==> src/rtl/bg_pkg.sv <==
package bg_pkg;
   // Default geometry of the generator
   localparam int BG_DIV_W     = 12;  // divisor counter width
   localparam int BG_DIV_LSB   = 1;   // divisor field starts here
   localparam int BG_PRE_LOG2  = 4;   // prescale ratio is 2**BG_PRE_LOG2
   localparam int BG_WORD_W    = 16;  // control word width

   // Position of the top control bit (enable) for a given geometry
   function automatic int bg_en_bit(input int div_lsb, input int div_w);
      return div_lsb + div_w + 1;
   endfunction
endpackage

==> src/rtl/bg_ctrl_reg.sv <==
module bg_ctrl_reg #(
   parameter int WORD_W  = bg_pkg::BG_WORD_W,
   parameter int DIV_W   = bg_pkg::BG_DIV_W,
   parameter int DIV_LSB = bg_pkg::BG_DIV_LSB
) (
   input  logic              clk_i,
   input  logic              rst_ni,
   input  logic              wr_en_i,
   input  logic [WORD_W-1:0] wr_data_i,
   output logic              en_o,
   output logic              pre_o,
   output logic [DIV_W-1:0]  div_o
);
   localparam int PRE_BIT = DIV_LSB + DIV_W;
   localparam int EN_BIT  = bg_pkg::bg_en_bit(DIV_LSB, DIV_W);

   always_ff @(posedge clk_i or negedge rst_ni) begin
      if (!rst_ni) begin
         en_o  <= 1'b0;
         pre_o <= 1'b0;
         div_o <= '0;
      end else if (wr_en_i) begin
         en_o  <= wr_data_i[EN_BIT];
         pre_o <= wr_data_i[PRE_BIT];
         div_o <= wr_data_i[PRE_BIT-1:DIV_LSB];
      end
   end

   // Bits outside the defined fields are accepted and dropped
   logic unused_lo;
   assign unused_lo = ^wr_data_i[DIV_LSB-1:0];
   generate
      if (WORD_W > EN_BIT + 1) begin : g_hi_pad
         logic unused_hi;
         assign unused_hi = ^wr_data_i[WORD_W-1:EN_BIT+1];
      end
   endgenerate
endmodule

==> src/rtl/bg_prescale.sv <==
module bg_prescale #(
   parameter int PRE_LOG2 = bg_pkg::BG_PRE_LOG2
) (
   input  logic clk_i,
   input  logic rst_ni,
   input  logic run_i,
   input  logic use_i,
   output logic step_o
);
   generate
      if (PRE_LOG2 > 0) begin : g_pre
         logic [PRE_LOG2-1:0] pcnt_q;
         always_ff @(posedge clk_i or negedge rst_ni) begin
            if (!rst_ni) begin
               pcnt_q <= '0;
            end else if (!run_i || !use_i) begin
               pcnt_q <= '0;
            end else begin
               pcnt_q <= pcnt_q + 1'b1;
            end
         end
         assign step_o = use_i ? (&pcnt_q) : 1'b1;
      end else begin : g_no_pre
         logic unused_sel;
         assign unused_sel = use_i ^ run_i ^ clk_i ^ rst_ni;
         assign step_o = 1'b1;
      end
   endgenerate
endmodule

==> src/rtl/bg_divider.sv <==
module bg_divider #(
   parameter int DIV_W = bg_pkg::BG_DIV_W
) (
   input  logic             clk_i,
   input  logic             rst_ni,
   input  logic             run_i,
   input  logic             step_i,
   input  logic [DIV_W-1:0] div_i,
   output logic             strobe_o
);
   logic [DIV_W-1:0] cnt_q;
   logic             at_zero;

   assign at_zero = (cnt_q == '0);

   always_ff @(posedge clk_i or negedge rst_ni) begin
      if (!rst_ni) begin
         cnt_q    <= '0;
         strobe_o <= 1'b0;
      end else if (!run_i) begin
         cnt_q    <= '0;
         strobe_o <= 1'b0;
      end else if (step_i) begin
         strobe_o <= at_zero;
         if (at_zero) begin
            cnt_q <= div_i;   // divisor sampled only at reload
         end else begin
            cnt_q <= cnt_q - 1'b1;
         end
      end else begin
         strobe_o <= 1'b0;
      end
   end
endmodule

==> src/rtl/baud_gen.sv <==
module baud_gen #(
   parameter int WORD_W   = bg_pkg::BG_WORD_W,
   parameter int DIV_W    = bg_pkg::BG_DIV_W,
   parameter int DIV_LSB  = bg_pkg::BG_DIV_LSB,
   parameter int PRE_LOG2 = bg_pkg::BG_PRE_LOG2
) (
   input  logic              clk_i,
   input  logic              rst_ni,
   input  logic              wr_en_i,
   input  logic [WORD_W-1:0] wr_data_i,
   output logic              baud_tick_o
);
   localparam int EN_BIT = bg_pkg::bg_en_bit(DIV_LSB, DIV_W);

   initial begin
      assert (DIV_W >= 1);
      assert (DIV_LSB >= 1);
      assert (WORD_W >= EN_BIT + 1);
      assert (PRE_LOG2 >= 0 && PRE_LOG2 <= 8);
   end

   logic             ctrl_en;
   logic             ctrl_pre;
   logic [DIV_W-1:0] ctrl_div;
   logic             pre_step;

   bg_ctrl_reg #(.WORD_W(WORD_W), .DIV_W(DIV_W), .DIV_LSB(DIV_LSB)) i_ctrl (
      .clk_i     (clk_i),
      .rst_ni    (rst_ni),
      .wr_en_i   (wr_en_i),
      .wr_data_i (wr_data_i),
      .en_o      (ctrl_en),
      .pre_o     (ctrl_pre),
      .div_o     (ctrl_div)
   );

   bg_prescale #(.PRE_LOG2(PRE_LOG2)) i_pre (
      .clk_i  (clk_i),
      .rst_ni (rst_ni),
      .run_i  (ctrl_en),
      .use_i  (ctrl_pre),
      .step_o (pre_step)
   );

   bg_divider #(.DIV_W(DIV_W)) i_div (
      .clk_i    (clk_i),
      .rst_ni   (rst_ni),
      .run_i    (ctrl_en),
      .step_i   (pre_step),
      .div_i    (ctrl_div),
      .strobe_o (baud_tick_o)
   );
endmodule

==> config.mk <==
export PLATFORM = sky130hd
export DESIGN_NAME = baud_gen
export DESIGN_NICKNAME = d
export VERILOG_FILES = /design/src/rtl/bg_pkg.sv /design/src/rtl/bg_ctrl_reg.sv /design/src/rtl/bg_prescale.sv /design/src/rtl/bg_divider.sv /design/src/rtl/baud_gen.sv
export SDC_FILE = /design/constraint.sdc
export NUM_CORES = 1
export LEC_CHECK = 0
export ABC_AREA = 1
export BUFFER_PORTS_ARGS = -buffer_cell sky130_fd_sc_hd__buf_2
export CAP_MARGIN = 30
export CORE_ASPECT_RATIO = 0.5
export CORE_MARGIN = 2
export CORE_UTILIZATION = 40
export CTS_CLUSTER_DIAMETER = 100
export CTS_CLUSTER_SIZE = 20
export DETAILED_ROUTE_END_ITERATION = 10
export PLACE_DENSITY = 0.56
export SYNTH_ARGS = -nofsm -noshare
export SYNTH_HDL_FRONTEND = slang
export SYNTH_SLANG_ARGS = --single-unit
==> constraint.sdc <==
create_clock -name clk_i -period 1.7 [get_ports clk_i]
set_clock_uncertainty 0.15 [all_clocks]
set_input_delay 0.085 -clock clk_i [delete_from_list [all_inputs] [get_ports clk_i]]
set_output_delay 0.085 -clock clk_i [all_outputs]
set_load 0.03 [all_outputs]
==> run_results.csv, run 1 <==
group,metric,value,unit
run_status,status,"completed",
synthesis,synth.net_count,249,
setup_path,regToRegSetupSlack,130,ps
sta,hold_ws,74.4,ps
power_and_ir_drop,leakagePower,1.18,nW
sta,rsz0062_at_grt,"no",
floorplan,start_util,43.1,%
setup_path,endpoint,"i_div.cnt_q[8]$_DFFE_PN0P_",
setup_path,arrival,1600,ps
power_and_ir_drop,vdd_ir_drop_max,0.000620,V
setup_path,worst_setup_path_end_kind,"flop",
power_and_ir_drop,switching_share,41.1,%
setup_path,startpoint,"i_div.cnt_q[0]$_DFFE_PN0P_",
power_and_ir_drop,internal_power,0.00208,W
placed_design,port_buffers,17,
sta,period_needed,1570,ps
sta,final-max-slew-violation-count,0,
grt,grt_pass1_wl,6650,um
synthesis,synth_top_area_share,44.5,%
synthesis,ys_seq_area_share,44.5,%
synthesis,yosysWarnings,0,
cells_and_area,multi_input_area,797,um^2
synthesis,netlist_top_cells_area,"dfrtp_1, nand2_1, nand3_1, inv_1, o21ai_0",
synthesis,synthAdderAreaFrac,2.16,%
sta,worst_pin_slew,695,ps
setup_path,ff2ff_path_depth,9,
sta,fin_crit_sh,92.4,%
cells_and_area,final_nets,289,
cts,clock_latency,290,ps
synthesis,synth_enable_flop_cells,0,
floorplan,rows,16,
synthesis,synth-compound-area-share,6.39,%
cts,clockBufferDepth,2,
floorplan,io_pins,20,
synthesis,synthFlopType,"dfrtp_1",
cells_and_area,syn_to_final_growth,26.8,%
synthesis,syn_avg_cell_area,7.67,um^2
placed_design,dp_hpwl,2700,um
grt,grt_usage,17.8,%
setup_path,reg2reg_from,"i_div.cnt_q[0]$_DFFE_PN0P_",
setup_path,cp.required,1730,ps
cells_and_area,diodes,0,
sta,fmax,636,MHz
setup_path,crit_type,"flop to flop",
cts,clk_pin_slew,70,ps
grt,grt_pass1_vias,1438,
power_and_ir_drop,p_seq_share,27.8,%
grt,grt_max_degree,32,
setup_path,reg2reg_to,"i_div.cnt_q[8]$_DFFE_PN0P_",
floorplan,core,4040,um^2
synthesis,postSynth.asyncResetShare,100,%
synthesis,synth_xor_area_share,1.51,%
power_and_ir_drop,combinationalPowerShare,47.4,%
drt,vias,1523,
power_and_ir_drop,switchingPower,0.00145,W
synthesis,yosys-top-cells-count,"nand2_1, nand3_1, dfrtp_1, inv_1, o21ai_0",
floorplan,die-height,50.7,um
sta,maxSlewHeadroom,53.7,%
grt,antenna_found_initial,0,
sta,fin_setup_tns,0,ps
grt,overflow,0,
cts,cts_tree,"done",
floorplan,dieArea,4930,um^2
sta,setup_viol,0,
cells_and_area,final.fill_count,407,
drt,drt_iter0_markers,103,
synthesis,synth_top_family_by_area,"simple AND/OR/NAND/NOR gates",
synthesis,synthMuxAreaShare,1.29,%
power_and_ir_drop,power_density,1600,nW/um^2
drt,drc,0,
cells_and_area,drive_gt1_share,21.6,%
synthesis,ys_ff_latch,31,
cts,clockRootBuffer,"clkbuf_8",
drt,viasPerCell,4.73,
cts,htreeDepth,2,
cts,cts_sinks,31,
floorplan,dieWidth,97.3,um
power_and_ir_drop,p_clk_share,24.7,%
setup_path,crit_fanout,7,
synthesis,synth.distinct_cells,24,
hold_path,hold_path.class,"input port to flop",
drt,antenna_left,0,
placed_design,gp_congestion,0.798,
sta,hold_violations,0,
setup_path,startpoint_type,"flop",
synthesis,yosysMostFrequentCell,"nand2_1",
synthesis,yosysTopAreaCell,"dfrtp_1",
drt,drt-pass1-iter-count,4,
synthesis,netlist_area,1740,um^2
synthesis,synthSimpleGateAreaFrac,34.3,%
cells_and_area,seq_area,776,um^2
drt,wl,3850,um
flow_run,drv_cap,0,
drt,wire_per_inst,12.0,um
synthesis,synthCells,227,
cts,cts_buffers,5,
-- state kept, by name (all words and copies together) (netlist names) --
| name | flops |
|---|---|
| i_ctrl.pre_o | 1 |
| i_pre.g_pre.pcnt_q | 4 |
| i_div.strobe_o | 1 |
| i_div.cnt_q | 12 |
| i_ctrl.en_o | 1 |
| i_ctrl.div_o | 12 |
-- worst max-delay path: stages (launching register included) --
cell,delay (ps)
dfrtp_1,400
inv_2,90
ha_2,200
nand2_1,90
nor2_4,190
nand3_1,100
nand2_1,90
inv_1,60
nand2_1,50
nand2_1,50
-- per-stage QoR --
step	total power [W]	instances	setup WS, ps	area (um^2)	util [%]
after floorplan	0.00226	227	264	1740	-
after global placement	0.00260	297	134	1900	46.9
after detailed placement	0.00263	297	116	1900	46.9
after CTS	0.00354	320	89.4	2180	53.9
after global routing	0.00385	322	13.7	2210	54.6
final	0.00353	322	128	2210	54.6
-- worst min-delay path by stage --
stage / slack [ps] / start / endpoint / cells after the start
2_1_floorplan: -360 / rst_ni / i_ctrl.div_o[0]$_DFFE_PN0P_ / 0
5_1_grt: 120 / wr_en_i / i_ctrl.div_o[6]$_DFFE_PN0P_ / 3
4_1_cts: 70 / wr_en_i / i_ctrl.div_o[9]$_DFFE_PN0P_ / 3
3_3_place_gp: 30 / rst_ni / i_ctrl.div_o[3]$_DFFE_PN0P_ / 1
6_report: 70 / wr_en_i / i_ctrl.div_o[5]$_DFFE_PN0P_ / 3
3_5_place_dp: 30 / rst_ni / i_ctrl.div_o[3]$_DFFE_PN0P_ / 1
-- per-layer routing --
metal / GRT usage [%] / part of all wire (%) / routed length, um / up-vias
met3: 5.01 / 4.5 / 174 / 6
met4: 6.94 / 1.3 / 52 / 0
met2: 26.9 / 42 / 1630 / 27
met1: 24.5 / 52 / 1990 / 705
met5: 0 / 0 / 0 / -
li1: - / - / - / 785
-- what timing repair did --
action,4_1_cts,5_1_grt
endpoints found under the hold margin,45,0
resized for setup,0,2
setup endpoints to repair,0,6
hold buffers,15,0
buffers inserted,0,2
-- final cells by class --
class / instances / share of cell area (%)
clock buffers: 6 / 3.29
clock inverters: 2 / 2.72
inverters: 38 / 6.46
multi-input cells: 153 / 36.1
flip-flops and latches: 31 / 35.1
well taps: 54 / 3.06
repair buffers: 38 / 13.3
-- logic make-up (layout without fill, tap and decap cells) --
| group | count (synthesis) | count (layout) |
|---|---|---|
| AO/OA/AOI/OAI | 20 | 20 |
| adder cells (fa/ha/maj) | 3 | 3 |
| multiplexers | 2 | 2 |
| flip-flops | 31 | 31 |
| buffers and inverters | 43 | 84 |
| XOR/XNOR | 3 | 3 |
| AND/OR/NAND/NOR | 125 | 125 |
-- placed cells by master, fill, tap and decap left out, types with 5 or more instances in the layout --
cell           count
inv_1             30
o21ai_0           15
clkbuf_8           5
dfrtp_1           31
dlygate4sd3_1     15
nor2_2             6
inv_2              8
nor2_1             9
buf_2             17
nand3_1           32
buf_4              5
nand2_1           66
-- power groups by stage --
| stage | clock network, W | logic (W) | registers, W |
|---|---|---|---|
| floorplan | 0 | 0.00128 | 0.000984 |
| global placement | 0 | 0.00160 | 0.000993 |
| detailed placement | 0 | 0.00164 | 0.000994 |
| CTS | 0.000890 | 0.00167 | 0.000980 |
| global route | 0.000933 | 0.00191 | 0.00100 |
| finish | 0.000873 | 0.00168 | 0.000983 |
(Power assumes the default switching activity.)
==> inputs of run 2 (changes only) <==
--- a/config.mk
+++ b/config.mk
@@ -17,4 +17,5 @@
 export PLACE_DENSITY = 0.56
 export SYNTH_ARGS = -nofsm -noshare
 export SYNTH_HDL_FRONTEND = slang
+export SYNTH_HIERARCHICAL = 1
 export SYNTH_SLANG_ARGS = --single-unit
==> run 2 against run 1 <==
Hold slack lost 68 ps. Non-clock buffer count up 5. Synthesized area increased by 1.0%. Critical path type unchanged. Die area rose by 0.94%. Largest cell class unchanged. Clock-buffer cell count unchanged. Maximum frequency fell by 0.42%. Combinational power up 18%. Critical path depth fell by 2. Via count increased by 5.1%. Sequential power rose by 1%. Cell count rose by 5.6%.
==> run_results.csv, run 2 <==
group,metric,value,unit
synthesis,yosysMostFrequentCell,"nand2_1",
synthesis,synthCells,241,
grt,grt_pass1_vias,1530,
placed_design,dp_worst_setup_slack,-202,ps
synthesis,synth.net_count,263,
grt,grt_usage,18.6,%
sta,maxSlewHeadroom,53.0,%
sta,hold_ws,6.33,ps
cells_and_area,final_common_cell,"nand2_1",
synthesis,syn_avg_cell_area,7.30,um^2
drt,wire_per_inst,12.1,um
cts,clock_latency,290,ps
synthesis,postSynth.asyncResetShare,100,%
synthesis,yosysWarnings,6,
drt,wl,4130,um
power_and_ir_drop,vdd_ir_drop_max,0.000678,V
grt,antenna_found_initial,0,
placed_design,port_buffers,17,
sta,setup_viol,0,
floorplan,io_pins,20,
grt,overflow,0,
hold_path,hold_path.class,"input port to flop",
run_status,status,"completed",
synthesis,yosys-top-cells-count,"nand2_1, dfrtp_1, inv_1, nor2_1, nand3_1",
grt,grt_pass1_wl,7140,um
drt,vias,1600,
cells_and_area,largest_registers,"i_ctrl/div_o (12), i_div/cnt_q (12), i_pre/g_pre.pcnt_q (4)",
floorplan,die-height,50.9,um
placed_design,gp_congestion,0.815,
sta,fin_ws,122,ps
sta,worst_pin_slew,705,ps
drt,antenna_left,0,
cts,clockRootBuffer,"clkbuf_8",
drt,drt-pass1-iter-count,4,
drt,viasPerCell,4.71,
cells_and_area,final_nets,307,
cts,cts_tree,"done",
setup_path,slowest_delay,460,ps
sta,final-max-slew-violation-count,0,
cts,clk_pin_slew,70,ps
cells_and_area,drive_gt1_share,20.3,%
synthesis,synth_top_area_share,44.1,%
cells_and_area,diodes,0,
sta,fmax,634,MHz
synthesis,ys_seq_area_share,44.1,%
setup_path,crit_path_top_delay_cell,"dfrtp_1",
setup_path,cp.required,1730,ps
cells_and_area,final_cell_mix,"nand2_1, dfrtp_1, inv_1",
synthesis,netlist_top_cells_area,"dfrtp_1, nand2_1, nand3_1, inv_1, nor2_1",
drt,drc,0,
placed_design,dp_hpwl,2680,um
setup_path,worst-path-buf-inv,1,
cts,htreeDepth,2,
synthesis,netlist_area,1760,um^2
synthesis,ys_ff_latch,31,
synthesis,yosysTopAreaCell,"dfrtp_1",
synthesis,synthMuxAreaShare,0,%
synthesis,synth-compound-area-share,1.42,%
floorplan,rows,16,
cts,clockBufferDepth,2,
floorplan,core,4060,um^2
cells_and_area,syn_to_final_growth,27.0,%
setup_path,cpMostUsedCell,"nor2_4",
power_and_ir_drop,power_density,1600,nW/um^2
setup_path,crit_type,"flop to flop",
setup_path,crit_family,"simple AND/OR/NAND/NOR gates",
setup_path,startpoint_type,"flop",
cells_and_area,design_area,2230,um^2
floorplan,dieWidth,97.8,um
flow_run,drv_cap,0,
synthesis,synth_xor_area_share,0.498,%
synthesis,synthFlopType,"dfrtp_1",
sta,hold_violations,0,
sta,period_needed,1580,ps
floorplan,dieArea,4980,um^2
setup_path,crit_path_cell_trace,"nor2_4, nand2_2, nor2_4, buf_4, nand3b_1, nand3_1, nand2_1",
sta,rsz0062_at_grt,"yes",
placed_design,place_area,1910,um^2
synthesis,synth_enable_flop_cells,0,
floorplan,start_util,43.3,%
setup_path,crit_fanout,5,
grt,grt_max_degree,32,
sta,fin_crit_sh,92.8,%
synthesis,synthAdderAreaFrac,2.13,%
cts,cts_buffers,5,
synthesis,synthSimpleGateAreaFrac,42.6,%
drt,drt_iter0_markers,75,
setup_path,arrival,1610,ps
cts,cts_sinks,31,
power_and_ir_drop,leakagePower,1.22,nW
synthesis,synth_top_family_by_area,"simple AND/OR/NAND/NOR gates",
setup_path,worst_setup_path_end_kind,"flop",
synthesis,synth.distinct_cells,21,
[run 2: cells by family after synthesis]
logic type | after synthesis
AOI/OAI and AO/OA | 5
xor gates and xnor gates | 1
adders and majority gates | 3
buffers and inverters | 34
DFF | 31
and+or+nand+nor | 167
[run 2: through the flow]
stage / power [W] / setup TNS [ps] / utilization [%] / std cells
after floorplan: 0.00235 / 0 / - / 241
after global placement: 0.00263 / -1740 / 47.0 / 311
after detailed placement: 0.00266 / -2150 / 47.0 / 311
after CTS: 0.00333 / 0 / 53.1 / 334
after global routing: 0.00390 / -34.1 / 55.0 / 340
final: 0.00356 / 0 / 55.0 / 340
[run 2: path summary, 6_finish.rpt]
path | startpoint | to | slack (ps) | cells past startpoint
setup / recovery | i_div/cnt_q[2]$_DFFE_PN0P_ | i_div/cnt_q[6]$_DFFE_PN0P_ | 120 | 7
max in group asynchronous | rst_ni | i_div/cnt_q[8]$_DFFE_PN0P_ | 720 | 2
hold reg to reg | i_ctrl/div_o[0]$_DFFE_PN0P_ | i_ctrl/div_o[0]$_DFFE_PN0P_ | 320 | 2
setup reg to reg | i_div/cnt_q[2]$_DFFE_PN0P_ | i_div/cnt_q[6]$_DFFE_PN0P_ | 120 | 7
hold / removal | wr_en_i | i_ctrl/en_o$_DFFE_PN0P_ | 6 | 3
min in group asynchronous | rst_ni | i_pre/g_pre.pcnt_q[0]$_DFF_PN0_ | 230 | 2
[run 2: cell type report]
class	instances	area (um^2)
well taps	54	67.6
clock inverters	2	12.5
multi-input cells	177	872
repair buffers	43	332
inverters	27	101
fillers	394	1830
clock buffers	6	72.6
flip-flops and latches	31	776
[run 2: what timing repair did]
| item | CTS | global route |
|---|---|---|
| resized for setup | 4 | 10 |
| pin swaps | 0 | 3 |
| endpoints found under the hold margin | 45 | 0 |
| cloned | 0 | 2 |
| setup endpoints to repair | 12 | 13 |
| hold buffers | 15 | 0 |
| setup buffers | 0 | 4 |
[run 2: routing by layer]
metal | vias up | wire [um] | global-route usage [%]
met5 | - | 0 | 0
met4 | 0 | 66 | 6.48
met3 | 6 | 191 | 4.65
met2 | 32 | 1750 | 28.9
met1 | 734 | 2120 | 25.6
li1 | 828 | - | -
[run 2: power breakdown]
group          total [W]  switching (W)  internal [W]
registers       0.000994       0.000130      0.000864
logic            0.00199        0.00120      0.000787
clock network   0.000581       0.000295      0.000286
[run 2: worst register-to-register path, stage by stage, from the launching register on]
cell	delay [ps]
dfrtp_1	460
nor2_4	160
nand2_2	100
nor2_4	220
buf_4	160
nand3b_1	70
nand3_1	100
nand2_1	50
